==> config.mk <==
export PLATFORM = sky130hd
export DESIGN_NAME = tick_timer
export DESIGN_NICKNAME = d
export VERILOG_FILES = /design/src/rtl/tick_pkg.sv /design/src/rtl/tick_count_reg.sv /design/src/rtl/tick_compare.sv /design/src/rtl/tick_irq_latch.sv /design/src/rtl/tick_timer.sv
export SDC_FILE = /design/constraint.sdc
export NUM_CORES = 1
export LEC_CHECK = 0
export CORE_ASPECT_RATIO = 0.6
export CORE_MARGIN = 2
export CORE_UTILIZATION = 25
export DETAILED_ROUTE_END_ITERATION = 8
export HOLD_SLACK_MARGIN = 0.12
export SETUP_SLACK_MARGIN = 0.02
export SLEW_MARGIN = 20
export SYNTH_ARGS = -nofsm -noshare
export SYNTH_HDL_FRONTEND = slang
export SYNTH_HIERARCHICAL = 1
export SYNTH_SLANG_ARGS = --single-unit
export TNS_END_PERCENT = 100
==> constraint.sdc <==
create_clock -name clk -period 7.57 [get_ports clk]
set_input_delay 0.757 -clock clk [delete_from_list [all_inputs] [get_ports clk]]
set_output_delay 0.757 -clock clk [all_outputs]
set_load 0.01 [all_outputs]
==> src/rtl/tick_pkg.sv <==
package tick_pkg;
  typedef enum logic {
    SEL_COUNT = 1'b0,
    SEL_LIMIT = 1'b1
  } tick_sel_e;
endpackage

==> src/rtl/tick_count_reg.sv <==
module tick_count_reg #(
  parameter int WIDTH    = 64,
  parameter int MASK_BIT = 63
) (
  input  logic             clk,
  input  logic             rst_n,
  input  logic             cnt_ld,
  input  logic [WIDTH-1:0] cnt_ld_val,
  input  logic             flag_ld,
  input  logic             flag_ld_val,
  output logic [WIDTH-1:0] cnt_q,
  output logic             flag_q
);
  localparam logic [WIDTH-1:0] MASK = {{(WIDTH-1){1'b0}}, 1'b1} << MASK_BIT;

  logic [WIDTH-1:0] cnt_inc;

  // Increment variant: a top-bit mask needs only a narrower adder.
  generate
    if (MASK_BIT == WIDTH-1) begin : g_top_mask
      assign cnt_inc = {1'b0, cnt_q[WIDTH-2:0] + {{(WIDTH-2){1'b0}}, 1'b1}};
    end else begin : g_mid_mask
      assign cnt_inc = (cnt_q + {{(WIDTH-1){1'b0}}, 1'b1}) & ~MASK;
    end
  endgenerate

  always_ff @(posedge clk or negedge rst_n) begin
    if (!rst_n) begin
      cnt_q  <= '0;
      flag_q <= 1'b1;
    end else begin
      cnt_q <= cnt_ld ? (cnt_ld_val & ~MASK) : cnt_inc;
      if (flag_ld) flag_q <= flag_ld_val;
    end
  end
endmodule

==> src/rtl/tick_compare.sv <==
module tick_compare #(
  parameter int WIDTH    = 64,
  parameter int MASK_BIT = 63
) (
  input  logic             clk,
  input  logic             rst_n,
  input  logic             lim_ld,
  input  logic [WIDTH-1:0] lim_val,
  input  logic             lim_dis,
  input  logic [WIDTH-1:0] cnt_q,
  input  logic             flag_q,
  output logic             match
);
  localparam logic [WIDTH-1:0] MASK = {{(WIDTH-1){1'b0}}, 1'b1} << MASK_BIT;

  logic [WIDTH-1:0] target_q;
  logic             armed_q;
  logic [WIDTH-1:0] lim_strip;
  logic [WIDTH-1:0] next_cnt;
  logic             late;

  assign lim_strip = lim_val & ~MASK;
  assign next_cnt  = (cnt_q + {{(WIDTH-1){1'b0}}, 1'b1}) & ~MASK;
  assign late      = (lim_strip <= cnt_q);
  assign match     = armed_q && !flag_q && (cnt_q == target_q);

  always_ff @(posedge clk or negedge rst_n) begin
    if (!rst_n) begin
      target_q <= '0;
      armed_q  <= 1'b0;
    end else if (lim_ld) begin
      target_q <= late ? next_cnt : lim_strip;
      armed_q  <= (lim_strip != '0) && !lim_dis;
    end else if (match) begin
      armed_q <= 1'b0;
    end
  end
endmodule

==> src/rtl/tick_irq_latch.sv <==
module tick_irq_latch (
  input  logic clk,
  input  logic rst_n,
  input  logic set_i,
  input  logic clr_i,
  output logic irq_q
);
  always_ff @(posedge clk or negedge rst_n) begin
    if (!rst_n)     irq_q <= 1'b0;
    else if (set_i) irq_q <= 1'b1;
    else if (clr_i) irq_q <= 1'b0;
  end
endmodule

==> src/rtl/tick_timer.sv <==
module tick_timer
  import tick_pkg::*;
#(
  parameter int WIDTH    = 64,
  parameter int MASK_BIT = 63
) (
  input  logic             clk,
  input  logic             rst_n,
  input  logic             wr_valid,
  input  logic             wr_sel,
  input  logic [WIDTH-1:0] wr_data,
  input  logic             irq_clr,
  output logic [WIDTH-1:0] rd_count,
  output logic             irq
);
  localparam logic [WIDTH-1:0] MASK = {{(WIDTH-1){1'b0}}, 1'b1} << MASK_BIT;

  tick_sel_e        sel;
  logic             cnt_ld, lim_ld;
  logic [WIDTH-1:0] cnt_q;
  logic             flag_q;
  logic             match;

  assign sel    = tick_sel_e'(wr_sel);
  assign cnt_ld = wr_valid && (sel == SEL_COUNT);
  assign lim_ld = wr_valid && (sel == SEL_LIMIT);

  tick_count_reg #(.WIDTH(WIDTH), .MASK_BIT(MASK_BIT)) u_cnt (
    .clk         (clk),
    .rst_n       (rst_n),
    .cnt_ld      (cnt_ld),
    .cnt_ld_val  (wr_data),
    .flag_ld     (wr_valid),
    .flag_ld_val (wr_data[MASK_BIT]),
    .cnt_q       (cnt_q),
    .flag_q      (flag_q)
  );

  tick_compare #(.WIDTH(WIDTH), .MASK_BIT(MASK_BIT)) u_cmp (
    .clk     (clk),
    .rst_n   (rst_n),
    .lim_ld  (lim_ld),
    .lim_val (wr_data),
    .lim_dis (wr_data[MASK_BIT]),
    .cnt_q   (cnt_q),
    .flag_q  (flag_q),
    .match   (match)
  );

  tick_irq_latch u_irq (
    .clk   (clk),
    .rst_n (rst_n),
    .set_i (match),
    .clr_i (irq_clr),
    .irq_q (irq)
  );

  assign rd_count = cnt_q | (flag_q ? MASK : '0);
endmodule

==> impl_metrics.xml, run 1 <==
<?xml version="1.0" encoding="UTF-8"?>
<metrics>
  <group name="worst_setup_path">
    <metric name="setup.worst_path.start_class" unit="">flop</metric>
    <metric name="criticalPathCategory" unit="">flop to flop</metric>
    <metric name="register_to_register_setup_slack" unit="ps">3230</metric>
    <metric name="reg2reg_to" unit="">u_cmp/target_q[12]</metric>
    <metric name="reg2reg_from" unit="">u_cnt/cnt_q[35]</metric>
    <metric name="path_max_fanout" unit="">46</metric>
    <metric name="r2r.worst_path.cells" unit="">10</metric>
    <metric name="crit_path_end_kind" unit="">flop</metric>
    <metric name="critPathArrivalTime" unit="ps">4620</metric>
    <metric name="cp.required" unit="ps">7850</metric>
  </group>
  <group name="timing">
    <metric name="finalHoldViolations" unit="">0</metric>
    <metric name="worst_slew_pin_slew" unit="ps">1030</metric>
    <metric name="number_of_failing_setup_endpoints_in_the_final_timing_report" unit="">0</metric>
    <metric name="rsz_0062_raised_after_global_routing" unit="">no</metric>
    <metric name="timing.hold.ws" unit="ps">400</metric>
    <metric name="fin_skew" unit="ps">15.3</metric>
    <metric name="setup_total_negative_slack" unit="ps">0</metric>
    <metric name="final.period_utilization" unit="%">57.3</metric>
    <metric name="fmax" unit="MHz">230</metric>
    <metric name="final.setup.worst_slack" unit="ps">3230</metric>
    <metric name="layout_min_cycle_time" unit="ps">4340</metric>
    <metric name="finalMaxSlewViolations" unit="">0</metric>
    <metric name="worst_slew_margin_rel" unit="%">31.6</metric>
  </group>
  <group name="placement">
    <metric name="dp.final_hpwl" unit="um">30500</metric>
    <metric name="port_buffers" unit="">133</metric>
    <metric name="globalplace.congestion" unit="">0.912</metric>
    <metric name="post-place-ws" unit="ps">2990</metric>
  </group>
  <group name="logic_synthesis">
    <metric name="synth_top_cell_area_share" unit="%">30.2</metric>
    <metric name="synth.avg_cell_area" unit="um^2">8.22</metric>
    <metric name="async_flop_share" unit="%">100</metric>
    <metric name="synth.lib_cells_used.distinct" unit="">59</metric>
    <metric name="synth_enable_flop_cells" unit="">0</metric>
    <metric name="netlist_area" unit="um^2">10600</metric>
    <metric name="synthDominantAreaCellType" unit="">dfrtp_1</metric>
    <metric name="ys_dominant_reg_cell" unit="">dfrtp_1</metric>
    <metric name="postSynthCellCount" unit="">1288</metric>
    <metric name="syn-num-nets" unit="">1422</metric>
    <metric name="yosysSeqAreaShare" unit="%">30.5</metric>
    <metric name="number_of_warnings_issued_by_yosys" unit="">6</metric>
    <metric name="synth_seq_cells" unit="">129</metric>
    <metric name="synth_area_leaders" unit="">dfrtp_1 (30%), xnor2_1 (11%), ha_1 (7.7%)</metric>
  </group>
  <group name="routing">
    <metric name="vias" unit="">10600</metric>
    <metric name="wl" unit="um">41200</metric>
    <metric name="routedWlPerCell" unit="um">21.0</metric>
    <metric name="detail_route.first_pass.iterations" unit="">5</metric>
    <metric name="detail_route.drc_violations" unit="">0</metric>
    <metric name="detailedRoute.firstIterationViolations" unit="">1257</metric>
    <metric name="ant_nets" unit="">0</metric>
    <metric name="vias_per_cell" unit="">5.42</metric>
  </group>
  <group name="layout">
    <metric name="layout.nets" unit="">1515</metric>
    <metric name="diode_count" unit="">0</metric>
    <metric name="final_cell_mix" unit="">nand2_1 (142), xnor2_1 (134), clkdlybuf4s50_1 (132), inv_1 (131), dfrtp_1 (128)</metric>
    <metric name="drive_gt1_share" unit="%">4.89</metric>
    <metric name="layout_commonest_cell" unit="">nand2_1</metric>
    <metric name="fillers" unit="">4422</metric>
    <metric name="layout-area-overhead-vs-synth" unit="%">23.1</metric>
  </group>
  <group name="worst_hold_path">
    <metric name="timing.hold.worst.class" unit="">input pin to asynchronous set/reset pin</metric>
  </group>
  <group name="floorplanning">
    <metric name="floorplan.initialDensity" unit="%">25.3</metric>
    <metric name="floorplan.core_area" unit="um^2">41800</metric>
    <metric name="boundaryPins" unit="">134</metric>
    <metric name="die_x_extent" unit="um">270</metric>
    <metric name="row_count" unit="">58</metric>
    <metric name="die_span_in_y" unit="um">163</metric>
    <metric name="die_ar" unit="um^2">44100</metric>
  </group>
  <group name="global_routing">
    <metric name="antenna_violations_before_repair" unit="">0</metric>
    <metric name="grt_pass1_vias" unit="">10100</metric>
    <metric name="global_route.usage.total" unit="%">18.7</metric>
    <metric name="grt_start_max_net_pins" unit="">104</metric>
    <metric name="grt_first_pass_wirelength" unit="um">63100</metric>
    <metric name="globalRouteOverflowTotal" unit="">0</metric>
  </group>
  <group name="power">
    <metric name="cellPowerDensity" unit="nW/um^2">222</metric>
    <metric name="vdd_drop_max" unit="uV">127</metric>
    <metric name="p_leak" unit="nW">4.86</metric>
  </group>
  <group name="clock_tree">
    <metric name="cts_resized" unit="">0</metric>
    <metric name="post_cts_hold_buffer_count" unit="">0</metric>
    <metric name="cts_buffers" unit="">17</metric>
    <metric name="clkSinkCount" unit="">129</metric>
    <metric name="clock-root-buffer" unit="">clkbuf_16</metric>
    <metric name="cts_tree" unit="">built</metric>
    <metric name="clock_insertion_delay_worst_skew" unit="ps">450</metric>
    <metric name="ctsLongestPathBuffers" unit="">2</metric>
    <metric name="htree_levels" unit="">4</metric>
    <metric name="cts_post_setup_buffers_inserted" unit="">0</metric>
    <metric name="cts_clk_pin_slew_worst_paths" unit="ps">60</metric>
  </group>
  <group name="status">
    <metric name="outcome" unit="">completed</metric>
  </group>
  <group name="flow_run">
    <metric name="cap_violations" unit="">0</metric>
  </group>
</metrics>
-- synth_stat cells, drive strengths merged, types with 2 or more instances --
master,count
o211ai,2
nand4,115
nor4,55
and3,14
xnor2,134
nand4bb,2
nand2,142
o221ai,58
clkbuf,56
o21ai,62
a311oi,4
and2,3
or4,10
ha,65
and4b,2
buf,13
nor2,47
inv,131
or3,21
a21o,8
a21oi,29
o31ai,7
or2,2
nor3,33
and4,10
mux2,3
a31oi,22
xor2,32
dfrtp,128
nand3,51
nand2b,7
a221o,2
o21a,5
-- worst max-delay path, cell delays in order, from the launching register on --
cell and delay, ps:
dfrtp_1 710, inv_1 210, ha_1 370, nand4_1 230
nor4_1 730, nand4_1 220, nand2b_1 240, o31a_1 170
nor2_4 400, buf_4 590, o221ai_1 250
-- metal layers --
layer / GRT usage [%] / share of wire [%] / up-vias
li1: - / - / 4873
met1: 27.6 / 47 / 5186
met2: 26.3 / 41 / 526
met3: 5.35 / 10 / 56
met4: 5.18 / 2.0 / 0
met5: 0 / 0 / -
-- logic make-up after synthesis --
logic type,Yosys count,share of synthesized area (%)
AOI/OAI and AO/OA,206,13.1
DFF,129,30.5
buffers and inverters,200,7.57
adders and majority gates,65,7.68
other,1,0.0354
muxes,3,0.319
and+or+nand+nor,518,27.1
xor gates and xnor gates,166,13.7
-- registers in the layout, summed over array words and instances, names as in the netlist --
signal and count:
u_cmp/target_q 63, u_cnt/cnt_q 63, u_cmp/armed_q 1, u_cnt/flag_q 1, u_irq/irq_q 1
-- worst max-delay path by stage --
stage / startpoint / endpoint / slack (ps) / cells after the start
final: u_cnt/cnt_q[35] / u_cmp/target_q[12] / 3230 / 10
after floorplan: wr_data[55] / u_cmp/target_q[45] / 4520 / 9
after CTS: u_cnt/cnt_q[35] / u_cmp/target_q[12] / 3350 / 10
after global routing: u_cnt/cnt_q[35] / u_cmp/target_q[12] / 3110 / 10
after detailed placement: wr_data[34] / u_cmp/target_q[19] / 2990 / 10
after global placement: wr_data[31] / u_cmp/target_q[40] / 3060 / 10
-- layout make-up --
class	instances	area (um^2)	area share, %
Clock buffer	19	443	3.40
Clock inverter	11	164	1.26
Inverter	131	492	3.77
Multi-Input combinational cell	959	6590	50.6
Sequential cell	129	3230	24.8
Tap cell	570	713	5.47
Timing Repair Buffer	143	1410	10.8
-- per-stage QoR --
stage | instance area, um^2 | power [W] | utilization (%) | instances
floorplan | 10600 | 0.00155 | - | 1288
global placement | 12400 | 0.00196 | 29.7 | 1932
detailed placement | 12400 | 0.00199 | 29.7 | 1932
CTS | 13000 | 0.00290 | 31.2 | 1962
global route | 13000 | 0.00305 | 31.2 | 1962
finish | 13000 | 0.00290 | 31.2 | 1962
-- power breakdown --
part | internal, W | leakage [nW] | switching, W
Sequential | 0.000818 | 1.55 | 0.000244
Combinational | 0.000429 | 3.01 | 0.000515
Clock | 0.000553 | 0.294 | 0.000341
Power figures use the tool's default switching activity.
==> run 2: changes to the inputs <==
==> constraint.sdc (replaced) <==
create_clock -name clk -period 4.34 [get_ports clk]
set_input_delay 0.434 -clock clk [delete_from_list [all_inputs] [get_ports clk]]
set_output_delay 0.434 -clock clk [all_outputs]
set_load 0.01 [all_outputs]
==> impl_metrics.xml, run 2 (synthesis gave the netlist of run 1 again) <==
<?xml version="1.0" encoding="UTF-8"?>
<metrics>
  <group name="status">
    <metric name="outcome" unit="">completed</metric>
  </group>
  <group name="clock_tree">
    <metric name="cts_post_setup_buffers_inserted" unit="">0</metric>
    <metric name="clock_insertion_delay_worst_skew" unit="ps">450</metric>
    <metric name="ctsLongestPathBuffers" unit="">2</metric>
    <metric name="clkSinkCount" unit="">129</metric>
    <metric name="htree_levels" unit="">4</metric>
    <metric name="cts_tree" unit="">built</metric>
    <metric name="cts_resized" unit="">0</metric>
    <metric name="cts_buffers" unit="">17</metric>
    <metric name="cts_clk_pin_slew_worst_paths" unit="ps">60</metric>
    <metric name="clock-root-buffer" unit="">clkbuf_16</metric>
  </group>
  <group name="power">
    <metric name="vdd_drop_max" unit="uV">213</metric>
    <metric name="p_leak" unit="nW">4.98</metric>
    <metric name="cellPowerDensity" unit="nW/um^2">379</metric>
  </group>
  <group name="routing">
    <metric name="wl" unit="um">41300</metric>
    <metric name="routedWlPerCell" unit="um">20.8</metric>
    <metric name="detail_route.first_pass.iterations" unit="">5</metric>
    <metric name="detail_route.drc_violations" unit="">0</metric>
    <metric name="ant_nets" unit="">0</metric>
    <metric name="detailedRoute.firstIterationViolations" unit="">1268</metric>
    <metric name="vias_per_cell" unit="">5.38</metric>
    <metric name="vias" unit="">10700</metric>
  </group>
  <group name="timing">
    <metric name="finalHoldViolations" unit="">0</metric>
    <metric name="number_of_failing_setup_endpoints_in_the_final_timing_report" unit="">0</metric>
    <metric name="fmax" unit="MHz">267</metric>
    <metric name="final.period_utilization" unit="%">86.3</metric>
    <metric name="layout_min_cycle_time" unit="ps">3750</metric>
    <metric name="fin_skew" unit="ps">12.7</metric>
    <metric name="worst_slew_pin_slew" unit="ps">952</metric>
    <metric name="worst_slew_margin_rel" unit="%">36.0</metric>
    <metric name="finalMaxSlewViolations" unit="">0</metric>
    <metric name="rsz_0062_raised_after_global_routing" unit="">no</metric>
    <metric name="setup_total_negative_slack" unit="ps">0</metric>
  </group>
  <group name="worst_setup_path">
    <metric name="r2r.worst_path.cells" unit="">11</metric>
    <metric name="criticalPathCategory" unit="">flop to flop</metric>
    <metric name="path_max_fanout" unit="">40</metric>
    <metric name="cp.required" unit="ps">4690</metric>
    <metric name="critPathArrivalTime" unit="ps">4090</metric>
    <metric name="setup.worst_path.start_class" unit="">flop</metric>
    <metric name="crit_path_end_kind" unit="">flop</metric>
    <metric name="reg2reg_to" unit="">u_cmp/target_q[51]</metric>
    <metric name="register_to_register_setup_slack" unit="ps">590</metric>
    <metric name="reg2reg_from" unit="">u_cnt/cnt_q[39]</metric>
  </group>
  <group name="global_routing">
    <metric name="grt_first_pass_wirelength" unit="um">62500</metric>
    <metric name="globalRouteOverflowTotal" unit="">0</metric>
    <metric name="grt_start_max_net_pins" unit="">94</metric>
    <metric name="global_route.usage.total" unit="%">18.7</metric>
    <metric name="antenna_violations_before_repair" unit="">1</metric>
    <metric name="grt_pass1_vias" unit="">9929</metric>
  </group>
  <group name="layout">
    <metric name="layout_commonest_cell" unit="">nand2_1</metric>
    <metric name="fillers" unit="">4429</metric>
    <metric name="sequential_cell_area" unit="um^2">3230</metric>
    <metric name="final_cell_mix" unit="">nand2_1 (142), xnor2_1 (134), clkdlybuf4s50_1 (132), inv_1 (131), dfrtp_1 (128)</metric>
    <metric name="final_core_utilization" unit="%">31.7</metric>
    <metric name="layout-area-overhead-vs-synth" unit="%">25.2</metric>
    <metric name="drive_gt1_share" unit="%">6.35</metric>
    <metric name="reg.largest.list" unit="">u_cmp/target_q: 63 flops, u_cnt/cnt_q: 63 flops</metric>
    <metric name="multiInputGateArea" unit="um^2">6590</metric>
    <metric name="finalNonFillerCells" unit="">1989</metric>
    <metric name="layout.nets" unit="">1539</metric>
  </group>
  <group name="flow_run">
    <metric name="cap_violations" unit="">0</metric>
  </group>
  <group name="placement">
    <metric name="dp.final_hpwl" unit="um">30800</metric>
    <metric name="globalplace.congestion" unit="">0.936</metric>
    <metric name="post-place-cells" unit="">1955</metric>
    <metric name="port_buffers" unit="">133</metric>
  </group>
  <group name="worst_hold_path">
    <metric name="min_path_cells" unit="">1</metric>
    <metric name="timing.hold.worst.class" unit="">flop to flop</metric>
    <metric name="min_to" unit="">u_irq/irq_q</metric>
    <metric name="hold_path.startpoint" unit="">u_irq/irq_q</metric>
  </group>
  <group name="floorplanning">
    <metric name="die_span_in_y" unit="um">163</metric>
    <metric name="die_ar" unit="um^2">44100</metric>
    <metric name="row_count" unit="">58</metric>
    <metric name="floorplan.core_area" unit="um^2">41800</metric>
    <metric name="die_x_extent" unit="um">270</metric>
    <metric name="boundaryPins" unit="">134</metric>
    <metric name="floorplan.initialDensity" unit="%">25.3</metric>
  </group>
</metrics>
[run 2: metrics by stage]
step	hold WS (ps)	power (W)	setup WS, ps	area (um^2)
final	479	0.00503	593	13300
after global placement	469	0.00348	715	12700
after global routing	511	0.00530	491	13300
after detailed placement	472	0.00351	587	12700
after floorplan	138	0.00270	1400	10600
after CTS	485	0.00502	807	13300
[run 2: area by class of cell]
cell class | instances | area share (%)
flip-flops and latches | 129 | 24.3
inverters | 131 | 3.71
clock buffers | 21 | 3.32
well taps | 570 | 5.38
multi-input cells | 959 | 49.7
diodes | 1 | 0.0189
repair buffers | 167 | 12.5
clock inverters | 11 | 1.06
[run 2: what timing repair did]
| action | in CTS | in global routing |
|---|---|---|
| endpoints found under the setup margin | 0 | 0 |
| hold buffers | 1 | 0 |
| endpoints found under the hold margin | 15 | 0 |
[run 2: how the worst max path moves through the flow]
stage / start / end / depth (start not counted)
after floorplan: u_cnt/cnt_q[55] / u_cmp/target_q[45] / 10
after global placement: wr_data[46] / u_cmp/target_q[54] / 11
after detailed placement: wr_data[46] / u_cmp/target_q[40] / 11
after CTS: u_cnt/cnt_q[39] / u_cmp/target_q[40] / 11
after global routing: u_cnt/cnt_q[39] / u_cmp/target_q[40] / 11
final: u_cnt/cnt_q[39] / u_cmp/target_q[51] / 11
[run 2: worst max-delay path, cell delays in order, from the launching register on]
cell and delay [ps]:
dfrtp_1 590, inv_1 240, ha_1 380, nand4_1 170, nor4_1 690, buf_4 260
nand4_1 140, a31oi_1 350, o31a_1 250, nor2_4 70, buf_12 190, a311oi_1 290
[run 2: per-layer routing]
layer  global-route usage [%]  wire (um)  up-vias
met2                     26.6      16900      514
met3                     6.22       4740       32
met5                        0          0        -
met1                     27.2      19200     5229
li1                         -          -     4922
met4                     3.59        478        0
[run 2: where the power goes]
group,switching [W],internal (W),leakage [nW]
Combinational,0.000968,0.000784,3.15
Sequential,0.000357,0.00143,1.55
Clock,0.000596,0.000897,0.273
==> run 3: changes to the inputs <==
--- a/config.mk
+++ b/config.mk
@@ -11,9 +11,8 @@
 export DETAILED_ROUTE_END_ITERATION = 8
 export HOLD_SLACK_MARGIN = 0.12
 export SETUP_SLACK_MARGIN = 0.02
-export SLEW_MARGIN = 20
+export SLEW_MARGIN = 15
 export SYNTH_ARGS = -nofsm -noshare
 export SYNTH_HDL_FRONTEND = slang
 export SYNTH_HIERARCHICAL = 1
 export SYNTH_SLANG_ARGS = --single-unit
-export TNS_END_PERCENT = 100
==> constraint.sdc (replaced) <==
create_clock -name clk -period 4.34 [get_ports clk]
set_input_delay 1.302 -clock clk [delete_from_list [all_inputs] [get_ports clk]]
set_output_delay 1.302 -clock clk [all_outputs]
set_load 0.01 [all_outputs]
==> impl_metrics.xml, run 3 (synthesis gave the netlist of run 1 again) <==
<?xml version="1.0" encoding="UTF-8"?>
<metrics>
  <group name="layout">
    <metric name="reg.largest.list" unit="">u_cmp/target_q: 63 flops, u_cnt/cnt_q: 63 flops</metric>
    <metric name="sequential_cell_area" unit="um^2">3230</metric>
    <metric name="final_cell_mix" unit="">nand2_1 (142), xnor2_1 (134), clkdlybuf4s50_1 (132), inv_1 (131), dfrtp_1 (128)</metric>
    <metric name="drive_gt1_share" unit="%">8.25</metric>
    <metric name="design_area" unit="um^2">13500</metric>
    <metric name="layout.nets" unit="">1564</metric>
    <metric name="multiInputGateArea" unit="um^2">6600</metric>
    <metric name="layout-area-overhead-vs-synth" unit="%">27.7</metric>
    <metric name="diode_count" unit="">0</metric>
    <metric name="fillers" unit="">4451</metric>
    <metric name="layout_commonest_cell" unit="">nand2_1</metric>
  </group>
  <group name="floorplanning">
    <metric name="die_span_in_y" unit="um">163</metric>
    <metric name="die_ar" unit="um^2">44100</metric>
    <metric name="die_x_extent" unit="um">270</metric>
    <metric name="row_count" unit="">58</metric>
    <metric name="floorplan.initialDensity" unit="%">25.3</metric>
    <metric name="floorplan.core_area" unit="um^2">41800</metric>
    <metric name="boundaryPins" unit="">134</metric>
  </group>
  <group name="worst_setup_path">
    <metric name="critical_path.cell_chain" unit="">clkdlybuf4s50_1, ha_1, a21oi_1, o21ai_0, a2111o_1, o311a_1, buf_4, o21ai_4, buf_12, a21oi_1, a311oi_1</metric>
    <metric name="critical_path.most_common_cell" unit="">a21oi_1</metric>
    <metric name="critPathArrivalTime" unit="ps">4310</metric>
    <metric name="cp.required" unit="ps">4690</metric>
    <metric name="path_max_fanout" unit="">42</metric>
    <metric name="criticalPathCategory" unit="">input pin to flop</metric>
    <metric name="crit_path_top_delay_cell" unit="">a2111o_1</metric>
    <metric name="setup.worst_path.start_class" unit="">input pin</metric>
    <metric name="crit_path_end_kind" unit="">flop</metric>
    <metric name="critPathMaxStageDelay" unit="ps">480</metric>
  </group>
  <group name="routing">
    <metric name="ant_nets" unit="">0</metric>
    <metric name="detail_route.first_pass.iterations" unit="">6</metric>
    <metric name="wl" unit="um">42400</metric>
    <metric name="detail_route.drc_violations" unit="">0</metric>
    <metric name="vias" unit="">10800</metric>
    <metric name="detailedRoute.firstIterationViolations" unit="">1403</metric>
    <metric name="vias_per_cell" unit="">5.39</metric>
    <metric name="routedWlPerCell" unit="um">21.1</metric>
  </group>
  <group name="global_routing">
    <metric name="globalRouteOverflowTotal" unit="">0</metric>
    <metric name="grt_pass1_vias" unit="">10200</metric>
    <metric name="grt_start_max_net_pins" unit="">86</metric>
    <metric name="global_route.usage.total" unit="%">19.2</metric>
    <metric name="antenna_violations_before_repair" unit="">0</metric>
    <metric name="grt_first_pass_wirelength" unit="um">64600</metric>
  </group>
  <group name="clock_tree">
    <metric name="cts_tree" unit="">built</metric>
    <metric name="htree_levels" unit="">4</metric>
    <metric name="cts_buffers" unit="">17</metric>
    <metric name="clock_insertion_delay_worst_skew" unit="ps">450</metric>
    <metric name="cts_clk_pin_slew_worst_paths" unit="ps">60</metric>
    <metric name="clkSinkCount" unit="">129</metric>
    <metric name="ctsLongestPathBuffers" unit="">2</metric>
    <metric name="clock-root-buffer" unit="">clkbuf_16</metric>
    <metric name="cts_post_setup_buffers_inserted" unit="">0</metric>
  </group>
  <group name="timing">
    <metric name="finalMaxSlewViolations" unit="">0</metric>
    <metric name="layout_min_cycle_time" unit="ps">3960</metric>
    <metric name="fin_skew" unit="ps">9.69</metric>
    <metric name="finalHoldViolations" unit="">0</metric>
    <metric name="number_of_failing_setup_endpoints_in_the_final_timing_report" unit="">0</metric>
    <metric name="final.setup.worst_slack" unit="ps">381</metric>
    <metric name="rsz_0062_raised_after_global_routing" unit="">no</metric>
    <metric name="final.period_utilization" unit="%">91.2</metric>
    <metric name="worst_slew_pin_slew" unit="ps">935</metric>
    <metric name="worst_slew_margin_rel" unit="%">37.7</metric>
    <metric name="fmax" unit="MHz">253</metric>
    <metric name="setup_total_negative_slack" unit="ps">0</metric>
  </group>
  <group name="power">
    <metric name="vdd_drop_max" unit="uV">258</metric>
    <metric name="combinationalPowerShare" unit="%">33.1</metric>
    <metric name="power_frac_seq" unit="%">36.0</metric>
    <metric name="power_switching_share" unit="%">37.7</metric>
    <metric name="p_leak" unit="nW">5.15</metric>
    <metric name="cellPowerDensity" unit="nW/um^2">380</metric>
    <metric name="power.net_switching" unit="W">0.00194</metric>
    <metric name="intPower" unit="W">0.00320</metric>
    <metric name="share_clk_of_total_power" unit="%">30.8</metric>
  </group>
  <group name="placement">
    <metric name="placed_cell_area" unit="um^2">12900</metric>
    <metric name="dp.final_hpwl" unit="um">32000</metric>
    <metric name="port_buffers" unit="">133</metric>
    <metric name="globalplace.congestion" unit="">0.931</metric>
    <metric name="post-place-ws" unit="ps">-153</metric>
  </group>
  <group name="status">
    <metric name="outcome" unit="">completed</metric>
  </group>
  <group name="flow_run">
    <metric name="cap_violations" unit="">0</metric>
  </group>
  <group name="worst_hold_path">
    <metric name="timing.hold.worst.class" unit="">flop to flop</metric>
  </group>
</metrics>
[run 3: cell count changes in the layout (fill, tap and decap cells not counted), moves of 2 or more]
cell / delta
buf_4: +23
buf_12: +3
clkbuf_1: -3
clkinvlp_4: -3
clkbuf_8: +2
[run 3: critical path, delay by kind of cell]
kind	cells	cell delay (ps)
AO/OA/AOI/OAI	7	1740
buffers and inverters	3	880
adder cells (fa/ha/maj)	1	340
[run 3: power groups by stage]
stage                     clock network, W  logic [W]  registers, W
final                              0.00158    0.00170       0.00185
after global routing               0.00165    0.00184       0.00189
after CTS                          0.00160    0.00167       0.00184
after detailed placement                 0    0.00166       0.00186
after global placement                   0    0.00163       0.00185
after floorplan                          0   0.000940       0.00176
[run 3: final timing paths]
path	start	to	slack [ps]	depth (start not counted)
setup reg to reg	u_cnt/cnt_q[35]	u_cmp/target_q[7]	830	12
setup / recovery	wr_data[31]	u_cmp/target_q[54]	380	11
max in group asynchronous	rst_n	u_cmp/target_q[40]	2650	2
min in group asynchronous	rst_n	u_cmp/target_q[8]	850	1
hold / removal	u_irq/irq_q	u_irq/irq_q	490	1
hold reg to reg	u_irq/irq_q	u_irq/irq_q	490	1
[run 3: cell type report]
| class | instances | share of cell area, % |
|---|---|---|
| well taps | 570 | 5.27 |
| clock buffers | 20 | 3.38 |
| clock inverters | 11 | 1.19 |
| repair buffers | 192 | 13.9 |
| flip-flops and latches | 129 | 23.9 |
| inverters | 131 | 3.64 |
| multi-input cells | 959 | 48.8 |
[run 3: per-stage QoR]
step | hold slack (ps) | util [%] | power, W | std cells
after global routing | 510 | 32.4 | 0.00539 | 2012
after floorplan | 508 | - | 0.00270 | 1288
after global placement | 473 | 30.9 | 0.00348 | 1981
after CTS | 495 | 32.3 | 0.00512 | 2012
after detailed placement | 481 | 30.9 | 0.00352 | 1981
final | 491 | 32.4 | 0.00513 | 2012
[run 3: what timing repair did]
action | in CTS | in global routing
gates resized for setup | 0 | 1
hold buffers | 0 | 0
setup endpoints to repair | 0 | 3
[run 3: per-layer routing]
| metal | GRT usage [%] | vias to the layer above | wire, um |
|---|---|---|---|
| met5 | 0 | - | 0 |
| met4 | 4.87 | 0 | 667 |
| met3 | 5.51 | 42 | 4380 |
| met2 | 27.3 | 529 | 17400 |
| met1 | 28.0 | 5310 | 19900 |
| li1 | - | 4966 | - |
